**src/rtl/tmg_pkg.sv**
```systemverilog
// Shared types for the timing channel: mode and source codes, sequencer
// states, register addresses and the configuration record.
package tmg_pkg;
    localparam int TMG_DW = 32;   // width of timing and target fields
    localparam int TMG_EW = 8;    // event code width
    localparam int TMG_AW = 3;    // register address width

    typedef enum logic [1:0] {
        MODE_TRIG = 2'd0,
        MODE_GATE = 2'd1,
        MODE_CLK  = 2'd2,
        MODE_CNT  = 2'd3
    } mode_e;

    typedef enum logic [1:0] {
        SRC_LINK = 2'd0,
        SRC_EXT  = 2'd1,
        SRC_SW   = 2'd2,
        SRC_OFF  = 2'd3
    } src_e;

    typedef enum logic [2:0] {
        ST_IDLE   = 3'd0,
        ST_ARMED  = 3'd1,
        ST_DELAY  = 3'd2,
        ST_ACTIVE = 3'd3,
        ST_DONE   = 3'd4
    } state_e;

    localparam logic [TMG_AW-1:0] A_CTRL   = 3'd0;
    localparam logic [TMG_AW-1:0] A_CODE   = 3'd1;
    localparam logic [TMG_AW-1:0] A_DELAY  = 3'd2;
    localparam logic [TMG_AW-1:0] A_WIDTH  = 3'd3;
    localparam logic [TMG_AW-1:0] A_HALF   = 3'd4;
    localparam logic [TMG_AW-1:0] A_TARGET = 3'd5;

    typedef struct packed {
        mode_e              mode;
        src_e               src;
        logic [TMG_EW-1:0]  code;
        logic [TMG_DW-1:0]  delay;
        logic [TMG_DW-1:0]  width;
        logic [TMG_DW-1:0]  half;
        logic [TMG_DW-1:0]  target;
    } cfg_t;
endpackage

```
**src/rtl/tmg_cfg_regs.sv**
```systemverilog
// Shadow register set plus working copy. Software writes the shadow set at
// any time. The working copy is loaded from the shadow set when an arm is
// accepted. Assumes writes and arm are single-cycle strobes.
module tmg_cfg_regs
    import tmg_pkg::*;
(
    input  logic              clk,
    input  logic              rst_n,
    input  logic              cfg_we,
    input  logic [TMG_AW-1:0] cfg_addr,
    input  logic [TMG_DW-1:0] cfg_wdata,
    input  logic              arm_take,
    output cfg_t              live_cfg
);
    cfg_t shadow;

    // Shadow register writes by address.
    always_ff @(posedge clk) begin
        if (!rst_n) begin
            shadow <= '0;
        end else if (cfg_we) begin
            case (cfg_addr)
                A_CTRL: begin
                    shadow.mode <= mode_e'(cfg_wdata[1:0]);
                    shadow.src  <= src_e'(cfg_wdata[3:2]);
                end
                A_CODE:   shadow.code   <= cfg_wdata[TMG_EW-1:0];
                A_DELAY:  shadow.delay  <= cfg_wdata;
                A_WIDTH:  shadow.width  <= cfg_wdata;
                A_HALF:   shadow.half   <= cfg_wdata;
                A_TARGET: shadow.target <= cfg_wdata;
                default: ;
            endcase
        end
    end

    // Working copy loaded on an accepted arm.
    always_ff @(posedge clk) begin
        if (!rst_n) begin
            live_cfg <= '0;
        end else if (arm_take) begin
            live_cfg <= shadow;
        end
    end
endmodule

```
**src/rtl/tmg_start_sel.sv**
```systemverilog
// Start condition selection. Qualifies a link event match, an external
// rising edge or a software strobe according to the configured source.
// Assumes ext_in is already synchronous to clk.
module tmg_start_sel
    import tmg_pkg::*;
(
    input  logic              clk,
    input  logic              rst_n,
    input  src_e              src,
    input  logic [TMG_EW-1:0] code,
    input  logic              evt_valid,
    input  logic [TMG_EW-1:0] evt_code,
    input  logic              ext_in,
    input  logic              sw_strobe,
    output logic              start,
    output logic              ext_rise
);
    logic ext_prev;

    // Previous external level for edge detection.
    always_ff @(posedge clk) begin
        if (!rst_n) ext_prev <= 1'b0;
        else        ext_prev <= ext_in;
    end

    assign ext_rise = ext_in & ~ext_prev;

    // Source multiplexer.
    always_comb begin
        case (src)
            SRC_LINK: start = evt_valid && (evt_code == code);
            SRC_EXT:  start = ext_rise;
            SRC_SW:   start = sw_strobe;
            default:  start = 1'b0;
        endcase
    end
endmodule

```
**src/rtl/tmg_pulse_cnt.sv**
```systemverilog
// Saturating counter of external rising edges, cleared on an accepted arm.
// Counts only while enabled by the sequencer (armed in count mode).
module tmg_pulse_cnt #(
    parameter int CNT_W = 32
) (
    input  logic             clk,
    input  logic             rst_n,
    input  logic             clear,
    input  logic             enable,
    input  logic             ext_rise,
    output logic [CNT_W-1:0] count
);
    localparam logic [CNT_W-1:0] CMAX = '1;

    // Clear, count or hold.
    always_ff @(posedge clk) begin
        if (!rst_n) begin
            count <= '0;
        end else if (clear) begin
            count <= '0;
        end else if (enable && ext_rise && (count != CMAX)) begin
            count <= count + 1'b1;
        end
    end
endmodule

```
**src/rtl/tmg_seq.sv**
```systemverilog
// Channel sequencer: idle, armed, delay, active, done. Times the delay,
// width and half-period in ticks, drives the registered output and keeps
// the sticky overrun flag. Disarm has priority over arm.
module tmg_seq
    import tmg_pkg::*;
(
    input  logic              clk,
    input  logic              rst_n,
    input  logic              tick_en,
    input  logic              arm_take,
    input  logic              disarm,
    input  logic              start,
    input  logic              reached,
    input  mode_e             mode,
    input  logic [TMG_DW-1:0] delay,
    input  logic [TMG_DW-1:0] width,
    input  logic [TMG_DW-1:0] half,
    output state_e            state,
    output logic              out_q,
    output logic              overrun
);
    logic [TMG_DW-1:0] tmr;
    logic [TMG_DW-1:0] width_ld;
    logic [TMG_DW-1:0] half_ld;
    logic [TMG_DW-1:0] active_ld;

    // Reload values; a zero width or half-period acts as one tick.
    always_comb begin
        width_ld = (width == '0) ? '0 : width - 1'b1;
        half_ld  = (half  == '0) ? '0 : half  - 1'b1;
        case (mode)
            MODE_GATE: active_ld = width_ld;
            MODE_CLK:  active_ld = half_ld;
            default:   active_ld = '0;
        endcase
    end

    // State, timer, output and overrun update.
    always_ff @(posedge clk) begin
        if (!rst_n) begin
            state   <= ST_IDLE;
            tmr     <= '0;
            out_q   <= 1'b0;
            overrun <= 1'b0;
        end else if (disarm) begin
            state <= ST_IDLE;
            out_q <= 1'b0;
        end else if (arm_take) begin
            state   <= ST_ARMED;
            out_q   <= 1'b0;
            overrun <= 1'b0;
        end else begin
            case (state)
                ST_ARMED: begin
                    if (mode == MODE_CNT) begin
                        out_q <= reached;
                    end else if (start) begin
                        state <= ST_DELAY;
                        tmr   <= delay;
                    end
                end
                ST_DELAY: begin
                    if (start) overrun <= 1'b1;
                    if (tick_en) begin
                        if (tmr == '0) begin
                            state <= ST_ACTIVE;
                            out_q <= 1'b1;
                            tmr   <= active_ld;
                        end else begin
                            tmr <= tmr - 1'b1;
                        end
                    end
                end
                ST_ACTIVE: begin
                    if (start) overrun <= 1'b1;
                    if (tick_en) begin
                        if (tmr != '0) begin
                            tmr <= tmr - 1'b1;
                        end else if (mode == MODE_CLK) begin
                            out_q <= ~out_q;
                            tmr   <= half_ld;
                        end else begin
                            state <= ST_DONE;
                            out_q <= 1'b0;
                        end
                    end
                end
                default: ;
            endcase
        end
    end
endmodule

```
**src/rtl/tmg_channel.sv**
```systemverilog
// Top of one programmable timing channel. Connects the register set, the
// start selector, the pulse counter and the sequencer. Assumes tick_en is
// a one-clock pulse at the timing resolution and CNT_W <= 32.
module tmg_channel
    import tmg_pkg::*;
#(
    parameter int CNT_W = 32
) (
    input  logic              clk,
    input  logic              rst_n,
    input  logic              tick_en,
    input  logic              cfg_we,
    input  logic [TMG_AW-1:0] cfg_addr,
    input  logic [TMG_DW-1:0] cfg_wdata,
    input  logic              cmd_arm,
    input  logic              cmd_disarm,
    input  logic              sw_strobe,
    input  logic              evt_valid,
    input  logic [TMG_EW-1:0] evt_code,
    input  logic              ext_in,
    output logic              chan_out,
    output logic              busy,
    output logic              done,
    output logic              overrun,
    output logic [CNT_W-1:0]  pulse_count
);
    cfg_t              live_cfg;
    state_e            state;
    logic              arm_take;
    logic              start;
    logic              ext_rise;
    logic              reached;
    logic              cnt_en;
    logic [TMG_DW-1:0] cnt_ext;

    assign arm_take = cmd_arm & ~cmd_disarm;
    assign cnt_en   = (state == ST_ARMED) && (live_cfg.mode == MODE_CNT);
    assign cnt_ext  = TMG_DW'(pulse_count);
    assign reached  = (live_cfg.target != '0) && (cnt_ext >= live_cfg.target);

    tmg_cfg_regs u_regs (
        .clk       (clk),
        .rst_n     (rst_n),
        .cfg_we    (cfg_we),
        .cfg_addr  (cfg_addr),
        .cfg_wdata (cfg_wdata),
        .arm_take  (arm_take),
        .live_cfg  (live_cfg)
    );

    tmg_start_sel u_start (
        .clk       (clk),
        .rst_n     (rst_n),
        .src       (live_cfg.src),
        .code      (live_cfg.code),
        .evt_valid (evt_valid),
        .evt_code  (evt_code),
        .ext_in    (ext_in),
        .sw_strobe (sw_strobe),
        .start     (start),
        .ext_rise  (ext_rise)
    );

    tmg_pulse_cnt #(.CNT_W(CNT_W)) u_cnt (
        .clk      (clk),
        .rst_n    (rst_n),
        .clear    (arm_take),
        .enable   (cnt_en),
        .ext_rise (ext_rise),
        .count    (pulse_count)
    );

    tmg_seq u_seq (
        .clk      (clk),
        .rst_n    (rst_n),
        .tick_en  (tick_en),
        .arm_take (arm_take),
        .disarm   (cmd_disarm),
        .start    (start),
        .reached  (reached),
        .mode     (live_cfg.mode),
        .delay    (live_cfg.delay),
        .width    (live_cfg.width),
        .half     (live_cfg.half),
        .state    (state),
        .out_q    (chan_out),
        .overrun  (overrun)
    );

    assign busy = (state == ST_DELAY) || (state == ST_ACTIVE);
    assign done = (state == ST_DONE);
endmodule

```
**config.mk**
```make
export PLATFORM = sky130hd
export DESIGN_NAME = tmg_channel
export DESIGN_NICKNAME = d
export VERILOG_FILES = /design/src/rtl/tmg_pkg.sv /design/src/rtl/tmg_cfg_regs.sv /design/src/rtl/tmg_start_sel.sv /design/src/rtl/tmg_pulse_cnt.sv /design/src/rtl/tmg_seq.sv /design/src/rtl/tmg_channel.sv
export SDC_FILE = /design/constraint.sdc
export NUM_CORES = 1
export LEC_CHECK = 0
export CAP_MARGIN = 20
export CELL_PAD_IN_SITES_DETAIL_PLACEMENT = 1
export CELL_PAD_IN_SITES_GLOBAL_PLACEMENT = 2
export CORE_MARGIN = 2
export CORE_UTILIZATION = 38
export DETAILED_ROUTE_END_ITERATION = 10
export GPL_TIMING_DRIVEN = 0
export PLACE_DENSITY_LB_ADDON = 0.1
export SLEW_MARGIN = 5
export SYNTH_ARGS = -nofsm -noshare
export SYNTH_HDL_FRONTEND = slang
export SYNTH_SLANG_ARGS = --single-unit
```
**constraint.sdc**
```tcl
create_clock -name clk -period 4.8 [get_ports clk]
set_clock_uncertainty 0.05 [all_clocks]
set_input_delay 0.96 -clock clk [delete_from_list [all_inputs] [get_ports clk]]
set_output_delay 0.96 -clock clk [all_outputs]
set_load 0.02 [all_outputs]
```
Yosys cells after proc, flatten, opt, wreduce, memory -nomap -nowiden
Index checks and enable logic that the tools add are counted.
{ "totals": {"reg_bits": 350, "latchBits": 0, "mem_bits_rw": 0, "romBits": 0, "in_bits": 52, "output_inout_bits": 36, "elab_cells": 128, "mem_count": 0} }
{ "op_classes": {"addsub": 4, "multipliers": 0, "div": 0, "n_lt_le_gt_ge": 1, "n_eq_ne": 32, "n_shift": 0, "mux": 31, "bitwise_logic": 7, "reduce_logical": 32} }
{ "ops": {"columns": ["operator", "count"], "rows": [
  ["$mux W32", 9],
  ["$logic_not A32 Y1", 3],
  ["$pmux W32 S3", 1],
  ["$sub A32 B1 Y32 const B", 3],
  ["$pmux W32 S2", 1],
  ["$reduce_bool A32 Y1", 2],
  ["$add A32 B1 Y32 const B", 1],
  ["$ge A32 B32 Y1", 1],
  ["$ne A32 B32 Y1 const B", 1],
  ["$reduce_and A8 Y1", 3],
  ["$mux W3", 7],
  ["$ne A3 B3 Y1 const B", 6],
  ["$eq A3 B2 Y1 const B", 4],
  ["$ne A2 B2 Y1 const B", 6],
  ["$reduce_and A2 Y1", 6],
  ["$mux W1", 10],
  ["$eq A3 B3 Y1 const B", 3],
  ["$pmux W3 S3", 1],
  ["$eq A8 B8 Y1", 1],
  ["$eq A2 B2 Y1 const B", 3],
  ["$eq A3 B1 Y1 const B", 2],
  ["$pmux W1 S3", 2],
  ["$reduce_and A6 Y1", 1],
  ["$reduce_or A2 Y1", 3],
  ["other kinds (15)", 27]
]} }

Longest topological paths before layout
Gate-level depths: netlist of run 1.
{ "logic_depth": {"depth_word": 7, "depth_mapped": 11, "mapped_depth_nobuf": 9} }

By module
Synthesis of run 1 repeated with hierarchy kept, for this count alone.
{ "hier_totals": {"cells_unflattened": 1950, "area_unflattened_um2": 17818.3} }
{ "by_module_without_submodules": {"columns": ["module", "instances", "cells_per_inst", "area_each_um2", "seq_area_each_um2"], "rows": [
  ["tmg_cfg_regs", 1, 945, 10364.9, 5605.4],
  ["tmg_seq", 1, 653, 4705.8, 740.7],
  ["tmg_pulse_cnt", 1, 205, 1689.1, 640.6],
  ["tmg_channel", 1, 130, 903.4, 0.0],
  ["tmg_start_sel", 1, 17, 155.1, 20.0]
]} }

Worst setup path after synthesis of run 1
OpenSTA, ideal clock, no wires.
{ "synth_path": {"path_kind": "input to register", "start": "in evt_valid", "end": "reg u_seq.tmr[21]", "setup_ns": 0.137, "t_arrival_ns": 2.695, "required_time_ns": 4.613, "path_slack_ns": 1.918, "stages": 8, "path_buffers": 2, "cell_sequence": "or3b_2 nor4_1 nand4_1 o21bai_1 o311a_4 buf_6 clkbuf_1 a31oi_1"} }
{ "synth_between": {"elab_chain_cells": 4} }
{ "synth_rtl": {"columns": ["item", "line_no", "source"], "rows": [
  ["start: declaration", "tmg_channel.sv:18", "input logic evt_valid,"],
  ["$logic_and A1 B1 Y1", "tmg_start_sel.sv:31", "SRC_LINK: start = evt_valid && (evt_code == code);"],
  ["$pmux W1 S3", "tmg_start_sel.sv:30", "case (src)"],
  ["$ne A2 B2 Y1 (no source line)", null, null],
  ["$reduce_and A8 Y1 (no source line)", null, null],
  ["end signal: assignment", "tmg_seq.sv:59", "tmr <= delay;"],
  ["end signal: assignment", "tmg_seq.sv:68", "tmr <= active_ld;"],
  ["end signal: assignment", "tmg_seq.sv:70", "tmr <= tmr - 1'b1;"],
  ["end: declaration", "tmg_seq.sv:22", "logic [TMG_DW-1:0] tmr;"]
]} }
No other way between the ends.
A chain may end at the register's enable or synchronous reset.

Worst setup path after layout of run 1
{ "layout_path": {"start": "reg u_regs.live_cfg[64] (netlist name)", "end": "reg u_seq.tmr[17]"} }
{ "layout_between": {"elab_chain_cells": 6, "elab_cells_between_ends": 7, "classes_between": "1 x add/sub; 5 x mux; 1 x reduce/logical"} }
{ "layout_rtl": {"columns": ["item", "line_no", "source"], "rows": [
  ["$sub A32 B1 Y32 or $logic_not A32 Y1 (tied branches)", "tmg_seq.sv:29", "width_ld = (width == '0) ? '0 : width - 1'b1;"],
  ["$mux W32 (*)", "tmg_seq.sv:29", null],
  ["$pmux W32 S2 (*)", "tmg_seq.sv:31", "case (mode)"],
  ["$mux W32 (*)", "tmg_seq.sv:65", "if (tmr == '0) begin"],
  ["$mux W32 (*)", "tmg_seq.sv:64", "if (tick_en) begin"],
  ["$pmux W32 S3 (*)", "tmg_seq.sv:53", "case (state)"]
]} }
Every way passes the cells marked *; elsewhere a longest branch is shown, timed or not. The select of a mux whose other input is x is not followed.

==> impl_results.md, run 1 <==
* Worst hold path class: register to register
* Slew headroom at 0.2555
* Die Ht at between 200 and 250 µm
* Worst-path fanout max at 10
* Clock Pin Slew Worst Setup and Hold Paths at 0.06 ns
* Worst-Margin Slew at between 1 and 1.5 ns
* Post-synth top area share at 0.4379
* HPWL after detailed placement at 44,640 µm
* 1st-iter DRT viols at 967
* Area of the multi-input gates at between 8000 and 9000 µm²
* Synth Flop Type: dfxtp_1
* GRT Total Usage at 0.2698
* Status: finished clean
* Fin Hold WS at 0.4040 ns
* Die area at roughly 44,000 µm²
* Yosys warns at 0
* Fin crit share at 0.7656
* # setup viols final at 0
* Endpoints failing hold at 0
* Layout cells sized above 1 at 0.03896
* Power Total at around 6.5 mW
* Final non-filler cell total at ~2,800
* DP Area at 17,540 µm²
* Post-CTS sizing at 0
* Max Freq at around 270 MHz
* Crit path kind: register to register
* Core ar. at 41,760 µm²
* Residual DRC count at 0
* CP Capture Type: register
* Synth unique cells at 63
* CP Buf/Inv Count at 3
* Initial Util at 0.3831
* Post-synthesis sequential area ratio at 0.4379
* Peak VDD IR at 0.2300 mV
* Root buf cell: clkbuf_16
* Diodes inserted at 0
* Worst setup SP type: register
* Row cnt at 75
* Clock latency on the worst-skew pair at 0.57 ns
* #FFs+latches synth at 350
* Post-synthesis async set-or-reset flop share at 0
* Vias/cell at approximately 5.5
* First-pass GRT wire length at 90,520 µm
* Mapped Avg Cell Area at around 7.6 µm²
* Worst EP arrival at just over 4 ns
* CTS tree: done
* Placed Cells at 2,725
* Clk buf depth at 3
* Final slew viol count at 0
* RePlAce Congestion at 0.8594
* # H-tree levels at 2
* Worst path required time at 5.17 ns
* Sink Count at 350
* NumNets Final at 2,321
* Initial antenna violation count at 1
* CTS Buf Count at 41
* Fin area at 18,890 µm²
* Post-Route WL at 59,080 µm
* Setup slack after layout at 1.125 ns
* Count leader, synth: nand2_1
* Vias in the first global route at 15,510
* Hold_buf cts at 0
* Synth cell count leaders: nand2_1, dfxtp_1, a21oi_1
* CP peak stage delay at 0.56 ns
* I/O pin count at 88
* PD cells at 345.8 nW/µm²
* Share of the core filled with cells at 0.4524
* Synthesized cell area at 16,000 µm²
* Seq. cell area at 7007 µm²
* RSZ-0062 raised after global routing: false
* Min Tclk post-route at between 3 and 4 ns
* Synth area leaders: dfxtp_1, nand2_1, a21oi_1, xnor2_1, ha_1
* Die Width at about 210 µm
* Post CTS Setup Buffer Count at 0
* Post-route ant nets at 0
* Yosys top cell by area: dfxtp_1
* Mapped Cells at ~2,100
* Crit path max-delay family: simple AND/OR/NAND/NOR gates
* Leak at 6.635 nW
* Max-Cap Viols at 0
* Pre-CTS WS at 0.7364 ns
* # fillers at 5,141
* Post-synth EDFFs at 0
* Layout Area Growth over Synthesis at 18.07%
* Buffers on Ports at 86
* Net Count, Synth at between 2,000 and 2,500
* Crit-path slowest cell: nor4b_1
* Drt wl/cell at 21.12 µm
* Worst path cell trace: inv_1, ha_1, nor4b_1, nand4_1, o31ai_1, buf_2, buf_2, o22ai_1, o22ai_1, a31oi_1
* Drt first pass iters at 5
* Total number of vias at 15,340
* Largest net degree at the start of global routing at 13
* Gr ovfl total at 0
* Sum Neg Setup Slack at 0 ns
-- kinds of logic (layout without fill, tap and decap cells) --
| logic type | after synthesis | after routing | share of synthesized area |
|---|---|---|---|
| AND/OR/NAND/NOR | 946 | 946 | 0.2597 |
| AO/OA/AOI/OAI | 466 | 466 | 0.1620 |
| flip-flops | 350 | 350 | 0.4379 |
| buffers and inverters | 175 | 336 | 0.04184 |
| XOR/XNOR | 110 | 110 | 0.06022 |
| adder cells (fa/ha/maj) | 40 | 40 | 0.03128 |
| multiplexers | 11 | 11 | 0.007039 |
-- layer usage --
layer | part of all wire | track usage | vias to the layer above
li1 | - | - | 7418
met1 | 0.48 | 0.3747 | 7547
met2 | 0.46 | 0.4370 | 287
met3 | 0.035 | 0.03066 | 85
met4 | 0.028 | 0.08916 | 0
met5 | 0 | 0 | -
-- final timing paths --
check	startpoint	end	slack (ns)	depth (start not counted)
worst max-delay path	u_regs.live_cfg[64]	u_seq.tmr[17]	1.13	10
worst min-delay path	u_regs.shadow[73]	u_regs.live_cfg[73]	0.40	2
worst max register to register	u_regs.live_cfg[64]	u_seq.tmr[17]	1.13	10
worst min register to register	u_regs.shadow[73]	u_regs.live_cfg[73]	0.40	2
-- worst min-delay path, cell delays in order (launching register included) --
cell and delay, ns:
dfxtp_1 0.31, nand2_1 0.05, a21oi_1 0.05
-- state kept, by name, summed over array words and instances, names as in the netlist --
signal	cells
u_seq.state	3
u_start.ext_prev	1
u_regs.shadow	140
u_seq.out_q	1
u_cnt.count	32
u_seq.tmr	32
u_seq.overrun	1
u_regs.live_cfg	140
-- cells in the final DEF, fill, tap and decap left out, drive strengths merged, types with 37 or more instances in the layout --
cell	n
xor2	52
clkdlybuf4s50	86
o21ai	48
xnor2	58
nand2	622
nor2	85
nor3	40
clkbuf	182
dfxtp	350
a21oi	305
ha	40
o22ai	37
nor4	47
inv	47
-- cell type report --
| class | count | share of cell area |
|---|---|---|
| Tap cell | 539 | 0.03570 |
| Clock buffer | 64 | 0.06696 |
| Clock inverter | 9 | 0.004305 |
| Inverter | 47 | 0.009339 |
| Multi-Input combinational cell | 1573 | 0.4406 |
| Sequential cell | 350 | 0.3709 |
| Buffer | 128 | 0.02610 |
| Timing Repair Buffer | 88 | 0.04610 |
-- power breakdown --
part | total [mW] | internal [mW] | switching, mW
Sequential | 2.96 | 2.94 | 0.0231
Clock | 3.15 | 1.86 | 1.29
Combinational | 0.424 | 0.133 | 0.291
Total | 6.53 | 4.93 | 1.60
(Power assumes the default switching activity.)
==> run 2, diff against run 1 <==
--- a/config.mk
+++ b/config.mk
@@ -9,7 +9,7 @@
 export CELL_PAD_IN_SITES_DETAIL_PLACEMENT = 1
 export CELL_PAD_IN_SITES_GLOBAL_PLACEMENT = 2
 export CORE_MARGIN = 2
-export CORE_UTILIZATION = 38
+export CORE_UTILIZATION = 35
 export DETAILED_ROUTE_END_ITERATION = 10
 export GPL_TIMING_DRIVEN = 0
 export PLACE_DENSITY_LB_ADDON = 0.1
==> constraint.sdc (replaced) <==
create_clock -name clk -period 3.8 [get_ports clk]
set_clock_uncertainty 0.05 [all_clocks]
set_input_delay 0.76 -clock clk [delete_from_list [all_inputs] [get_ports clk]]
set_output_delay 0.76 -clock clk [all_outputs]
set_load 0.02 [all_outputs]
==> impl_results.md, run 2 (synthesis results as in run 1) <==
* Comb power frac at 0.063 (was 0.065)
* CP peak stage delay at 0.53 ns (was 0.56 ns)
* Peak VDD IR at 0.3109 mV (was 0.2300 mV)
* DP Area at 17,620 µm² (was 17,540 µm²)
* Row cnt at 78 (was 75)
* CP Capture Type: register (unchanged)
* Fin area at 19,110 µm² (was 18,890 µm²)
* Vias in the first global route at 15,170 (was 15,510)
* Layout Area Growth over Synthesis at 19.44% (was 18.07%)
* Worst setup SP type: input port (was register)
* Worst-Margin Slew at 1.155 ns (was 1.113 ns)
* RSZ-0062 raised after global routing: false (unchanged)
* HPWL after detailed placement at 45,270 µm (was 44,640 µm)
* Max-Cap Viols at 0 (unchanged)
* Buffers on Ports at 86 (unchanged)
* Die Width at 217.8 µm (was 209.2 µm)
* Seq. cell area at 7007 µm² (unchanged)
* Initial antenna violation count at 2 (was 1)
* Worst-path fanout max at 10 (unchanged)
* Clk buf depth at 3 (unchanged)
* Cell count of the worst reg-to-reg path at 10 (unchanged)
* Post-route ant nets at 0 (unchanged)
* I/O pin count at 88 (unchanged)
* Commonest non-fill, non-tap cells in the layout: nand2_1, dfxtp_1, a21oi_1, clkbuf_1, clkdlybuf4s50_1 (unchanged)
* Crit path max-delay family: compound AO/OA/AOI/OAI gates (was simple AND/OR/NAND/NOR gates)
* Placed Cells at 2,785 (was 2,725)
* Endpoints failing hold at 0 (unchanged)
* Sw frac at 0.2408 (was 0.2448)
* Core ar. at 45,280 µm² (was 41,760 µm²)
* Status: finished clean (unchanged)
* Worst path required time at 4.20 ns (was 5.17 ns)
* Max Freq at roughly 290 MHz
* Hold Path Stages at 2 (unchanged)
* Largest regs: u_regs.live_cfg: 140 flops, u_regs.shadow: 140 flops (unchanged)
* Clock latency on the worst-skew pair at 0.57 ns (about the same)
* CTS tree: done (unchanged)
* Initial Util at 0.3533 (was 0.3831)
* GRT Total Usage at 0.2529 (was 0.2698)
* Residual DRC count at 0 (unchanged)
* CTS Buf Count at 43 (was 41)
* # setup viols final at 0 (unchanged)
* Hold_buf cts at 0 (unchanged)
* Total number of vias at 15,310 (was 15,340)
* First-pass GRT wire length at 91,280 µm (was 90,520 µm)
* Area of the multi-input gates at 8335 µm² (was 8323 µm²)
* Fin Hold WS at 0.3989 ns (was 0.4040 ns)
* Internal power at 6.530 mW (was 4.933 mW)
* Final slew viol count at 0 (unchanged)
* Clock Pin Slew Worst Setup and Hold Paths at 0.06 ns (about the same)
* # fillers at 5,558 (was 5,141)
* CP Buf/Inv Count at 2 (was 3)
* Sink Count at 350 (unchanged)
* Worst hold path class: register to register (unchanged)
* PD cells at 450.1 nW/µm² (was 345.8 nW/µm²)
* Diodes inserted at 0 (unchanged)
* Slew headroom at 0.2301 (was 0.2555)
* RePlAce Congestion at 0.8390 (was 0.8594)
* P_sw at 2.071 mW (was 1.599 mW)
* Vias/cell at 5.350 (was 5.481)
* Min Tclk post-route at 3.504 ns
* Layout cells sized above 1 at 0.04288 (was 0.03896)
* # H-tree levels at 2 (unchanged)
* Share of the core filled with cells at 0.4220 (was 0.4524)
* Sequential power share at 0.435 (was 0.453)
* Stages on the worst setup path at 9 (was 10)
* Clk pwr share at 0.502 (was 0.482)
* Worst path cell trace: clkdlybuf4s50_1, or3b_2, nor4_1, nand4_1, o21bai_1, o311a_4, clkbuf_1, o311a_1, a21oi_1 (was inv_1, ha_1, nor4b_1, nand4_1, o31ai_1, buf_2, buf_2, o22ai_1, o22ai_1, a31oi_1)
* Crit-path slowest cell: clkbuf_1 (was nor4b_1)
* Die area at 47,440 µm² (was 43,760 µm²)
* Final non-filler cell total at 2,862 (was 2,798)
* Largest net degree at the start of global routing at 13 (unchanged)
* Root buf cell: clkbuf_16 (unchanged)
* NumNets Final at 2,322 (was 2,321)
* Crit path kind: input port to register (was register to register)
* Post-Route WL at 60,110 µm (was 59,080 µm)
* Drt first pass iters at 5 (unchanged)
* Drt wl/cell at 21.00 µm (was 21.12 µm)
* Die Ht at 217.8 µm (was 209.2 µm)
* 1st-iter DRT viols at 1,004 (was 967)
* Leak at 6.707 nW (was 6.635 nW)
* Most common library cell in the layout ignoring fill and taps: nand2_1 (unchanged)
* Worst EP arrival at 3.90 ns (was 4.04 ns)
* Gr ovfl total at 0 (unchanged)
* Fin crit share at 0.9222
run 2: changes by cell type in the layout (fill, tap and decap cells not counted), moves of 2 or more:
cell,delta
clkbuf_8,-3
clkinv_2,+6
bufinv_16,+4
clkbuf_1,-4
clkbuf_16,+2
run 2: final cells by class:
cell class	instances	share of cell area
Buffer	128	0.02580
Multi-Input combinational cell	1573	0.4362
Clock buffer	59	0.06587
Timing Repair Buffer	87	0.04531
Tap cell	600	0.03928
Inverter	47	0.009232
Sequential cell	350	0.3667
Clock inverter	18	0.01165
run 2: stage by stage:
stage	setup TNS (ns)	total power, mW	worst slack (ns)
2_1_floorplan	0	4.099	1.118
3_3_place_gp	-10.84	4.353	-0.3291
3_5_place_dp	-8.912	4.363	-0.3381
4_1_cts	0	8.703	0.2433
5_1_grt	0	8.908	0.1227
6_report	0	8.601	0.2958
run 2: routing by layer:
metal	share of wire	routed length [µm]	GRT usage
met5	0	0	0
met4	0.026	1551	0.07642
met3	0.042	2551	0.03208
met2	0.44	26640	0.3973
met1	0.49	29360	0.3608
run 2: power groups by stage:
stage	clock network [mW]	logic (mW)	registers (mW)
after floorplan	0	0.288	3.81
after global placement	0	0.533	3.82
after detailed placement	0	0.542	3.82
after CTS	4.42	0.544	3.74
after global routing	4.57	0.591	3.74
final	4.32	0.544	3.74
run 2: worst register-to-register path, stage by stage, from the launching register on:
cell and delay [ns]:
dfxtp_1 0.37, inv_1 0.11, ha_1 0.20, nor4b_2 0.37, nand4_1 0.53, o31ai_1 0.56
buf_2 0.34, buf_2 0.32, o22ai_1 0.16, a21oi_1 0.19, a21oi_1 0.08
run 2: worst paths after layout:
check / from / to / slack (ns)
setup / recovery: evt_valid / u_seq.tmr[24] / 0.30
hold / removal: u_regs.shadow[64] / u_regs.live_cfg[64] / 0.40
setup reg to reg: u_regs.live_cfg[64] / u_seq.tmr[1] / 0.37
hold reg to reg: u_regs.shadow[64] / u_regs.live_cfg[64] / 0.40
run 2: repair_timing:
item                                    CTS  global route
endpoints found under the setup margin    0            22
gates resized for setup                   0             1
buffers inserted                          0             0
==> run 3, diff against run 2 <==
--- a/config.mk
+++ b/config.mk
@@ -9,10 +9,12 @@
 export CELL_PAD_IN_SITES_DETAIL_PLACEMENT = 1
 export CELL_PAD_IN_SITES_GLOBAL_PLACEMENT = 2
 export CORE_MARGIN = 2
-export CORE_UTILIZATION = 35
+export CORE_UTILIZATION = 38
 export DETAILED_ROUTE_END_ITERATION = 10
+export DONT_BUFFER_PORTS = 1
 export GPL_TIMING_DRIVEN = 0
 export PLACE_DENSITY_LB_ADDON = 0.1
+export SETUP_SLACK_MARGIN = 0.02
 export SLEW_MARGIN = 5
 export SYNTH_ARGS = -nofsm -noshare
 export SYNTH_HDL_FRONTEND = slang
==> impl_results.md, run 3 (synthesis results as in run 1) <==
* Die Width at 209.2 µm (was 217.8 µm)
* Residual DRC count at 0 (unchanged)
* Max-Cap Viols at 0 (unchanged)
* Drt first pass iters at 5 (unchanged)
* Largest net degree at the start of global routing at 12 (was 13)
* # H-tree levels at 2 (unchanged)
* Reg2reg setup slack at 0.33 ns (was 0.37 ns)
* Buffers on Ports at 0 (was 86)
* Vias in the first global route at 15,100 (was 15,170)
* Post CTS Setup Buffer Count at 0 (unchanged)
* Worst path required time at 4.18 ns (was 4.20 ns)
* Sink Count at 350 (unchanged)
* Share of the core filled with cells at 0.4342 (was 0.4220)
* Commonest non-fill, non-tap cells in the layout: nand2_1, dfxtp_1, a21oi_1, clkbuf_1, nor2_1 (was nand2_1, dfxtp_1, a21oi_1, clkbuf_1, clkdlybuf4s50_1)
* Peak VDD IR at 0.2661 mV (was 0.3109 mV)
* # setup viols final at 0 (unchanged)
* Die area at 43,760 µm² (was 47,440 µm²)
* I/O pin count at 88 (unchanged)
* PD cells at 463.9 nW/µm² (was 450.1 nW/µm²)
* Drt wl/cell at 21.89 µm (was 21.00 µm)
* Post-route ant nets at 0 (unchanged)
* Final slew viol count at 0 (unchanged)
* Clk buf depth at 3 (unchanged)
* Cell count of the worst reg-to-reg path at 8 (was 10)
* Post-CTS sizing at 0 (unchanged)
* RR Endpoint: u_seq.tmr[4] (was u_seq.tmr[1])
* Slew headroom at 0.2068 (was 0.2301)
* HPWL after detailed placement at 44,810 µm (was 45,270 µm)
* Fin crit share at 0.9129 (was 0.9222)
* Power Total at 8.411 mW (was 8.601 mW)
* Worst-path fanout max at 10 (unchanged)
* Total number of vias at 14,970 (was 15,310)
* Initial antenna violation count at 0 (was 2)
* CP Capture Type: register (unchanged)
* Leak at 6.380 nW (was 6.707 nW)
* Min Tclk post-route at 3.469 ns (was 3.504 ns)
* Clock Pin Slew Worst Setup and Hold Paths at 0.06 ns (about the same)
* Layout Area Growth over Synthesis at 13.33% (was 19.44%)
* Worst setup SP type: register (was input port)
* Worst Hold Launch: cmd_disarm (was u_regs.shadow[64])
* Die Ht at 209.2 µm (was 217.8 µm)
* Root buf cell: clkbuf_16 (unchanged)
* Status: finished clean (unchanged)
* Largest regs: u_regs.live_cfg: 140 flops, u_regs.shadow: 140 flops (unchanged)
* CTS Buf Count at 43 (unchanged)
* Vias/cell at 5.509 (was 5.350)
* Worst hold path class: input port to register (was register to register)
* Clock latency on the worst-skew pair at 0.58 ns (was 0.57 ns)
* CTS tree: done (unchanged)
* Most common library cell in the layout ignoring fill and taps: nand2_1 (unchanged)
* Worst-Margin Slew at 1.190 ns (was 1.155 ns)
* Endpoints failing hold at 0 (unchanged)
* First-pass GRT wire length at 90,330 µm (was 91,280 µm)
* Row cnt at 75 (was 78)
* Max Freq at 288.3 MHz (was 285.4 MHz)
* Hold_buf cts at 0 (unchanged)
* Hold Path Stages at 1 (was 2)
* Hold Path Sink: u_seq.state[0] (was u_regs.live_cfg[64])
* Crit path kind: register to register (was input port to register)
* Post-Route WL at 59,470 µm (was 60,110 µm)
* Core ar. at 41,760 µm² (was 45,280 µm²)
* Origin of the critical flop-to-flop path: u_seq.tmr[9] (was u_regs.live_cfg[64])
* Gr ovfl total at 0 (unchanged)
* Worst EP arrival at 3.85 ns (was 3.90 ns)
* Layout cells sized above 1 at 0.04226 (was 0.04288)
* GRT Total Usage at 0.2721 (was 0.2529)
* RSZ-0062 raised after global routing: false (unchanged)
* NumNets Final at 2,238 (was 2,322)
* Fin Hold WS at 0.2208 ns (was 0.3989 ns)
* 1st-iter DRT viols at 927 (was 1,004)
* RePlAce Congestion at 0.8333 (was 0.8390)
* Sum Neg Setup Slack at 0 ns (unchanged)
* Initial Util at 0.3831 (was 0.3533)
[run 3: changes by cell type in the layout (fill, tap and decap cells not counted), moves of 2 or more]
cell and delta:
clkdlybuf4s50_1 -86, clkbuf_1 +4, clkbuf_8 +4, clkinv_2 -4, clkinvlp_4 -3, clkbuf_16 -2
[run 3: worst max path at each step]
| stage | startpoint | endpoint | slack [ns] | cells after the start |
|---|---|---|---|---|
| 2_1_floorplan | evt_valid | u_seq.tmr[21] | 1.12 | 8 |
| 3_3_place_gp | u_seq.state[1] | u_seq.tmr[14] | 0.27 | 9 |
| 3_5_place_dp | u_regs.live_cfg[64] | u_seq.tmr[19] | 0.25 | 10 |
| 4_1_cts | u_regs.live_cfg[64] | u_seq.tmr[16] | 0.18 | 10 |
| 5_1_grt | u_regs.live_cfg[37] | u_seq.tmr[18] | 0.18 | 7 |
| 6_report | u_seq.tmr[9] | u_seq.tmr[4] | 0.33 | 8 |
[run 3: per-layer routing]
metal	vias to the layer above	share of wire	GRT usage
li1	7254	-	-
met1	7388	0.47	0.3686
met2	256	0.46	0.4468
met3	69	0.049	0.05365
met4	0	0.019	0.06379
met5	-	0	0
[run 3: area by class of cell]
cell class	count	area, µm²
multi-input combinational	1573	8323
tap	539	674.4
clock inverter	11	158.9
fill	5205	23630
antenna	1	2.502
timing repair buffer	3	17.52
sequential	350	7007
clock buffer	65	1279
inverter	47	176.4
buffer	128	493.0
[run 3: power by group]
| part | internal (mW) | leakage, nW | switching [mW] |
|---|---|---|---|
| Clock | 2.58 | 0.713 | 1.66 |
| Combinational | 0.124 | 2.84 | 0.308 |
| Sequential | 3.71 | 2.82 | 0.0290 |
| Total | 6.42 | 6.38 | 1.99 |
[run 3: through the flow]
step	setup slack [ns]	std cells	instance area, µm²
2_1_floorplan	1.118	2098	16000
3_3_place_gp	0.2743	2637	16670
3_5_place_dp	0.2529	2639	16680
4_1_cts	0.1840	2715	18120
5_1_grt	0.1822	2716	18130
6_report	0.3311	2717	18130
[run 3: critical path, cell delays in order, from the launching register on]
cell and delay [ns]:
dfxtp_1 0.38, nor4_1 0.76, and3_1 0.27, clkbuf_1 0.30, nand3_2 0.36, o311a_4 0.50, clkbuf_1 0.33, o21ai_0 0.28
a41oi_1 0.08
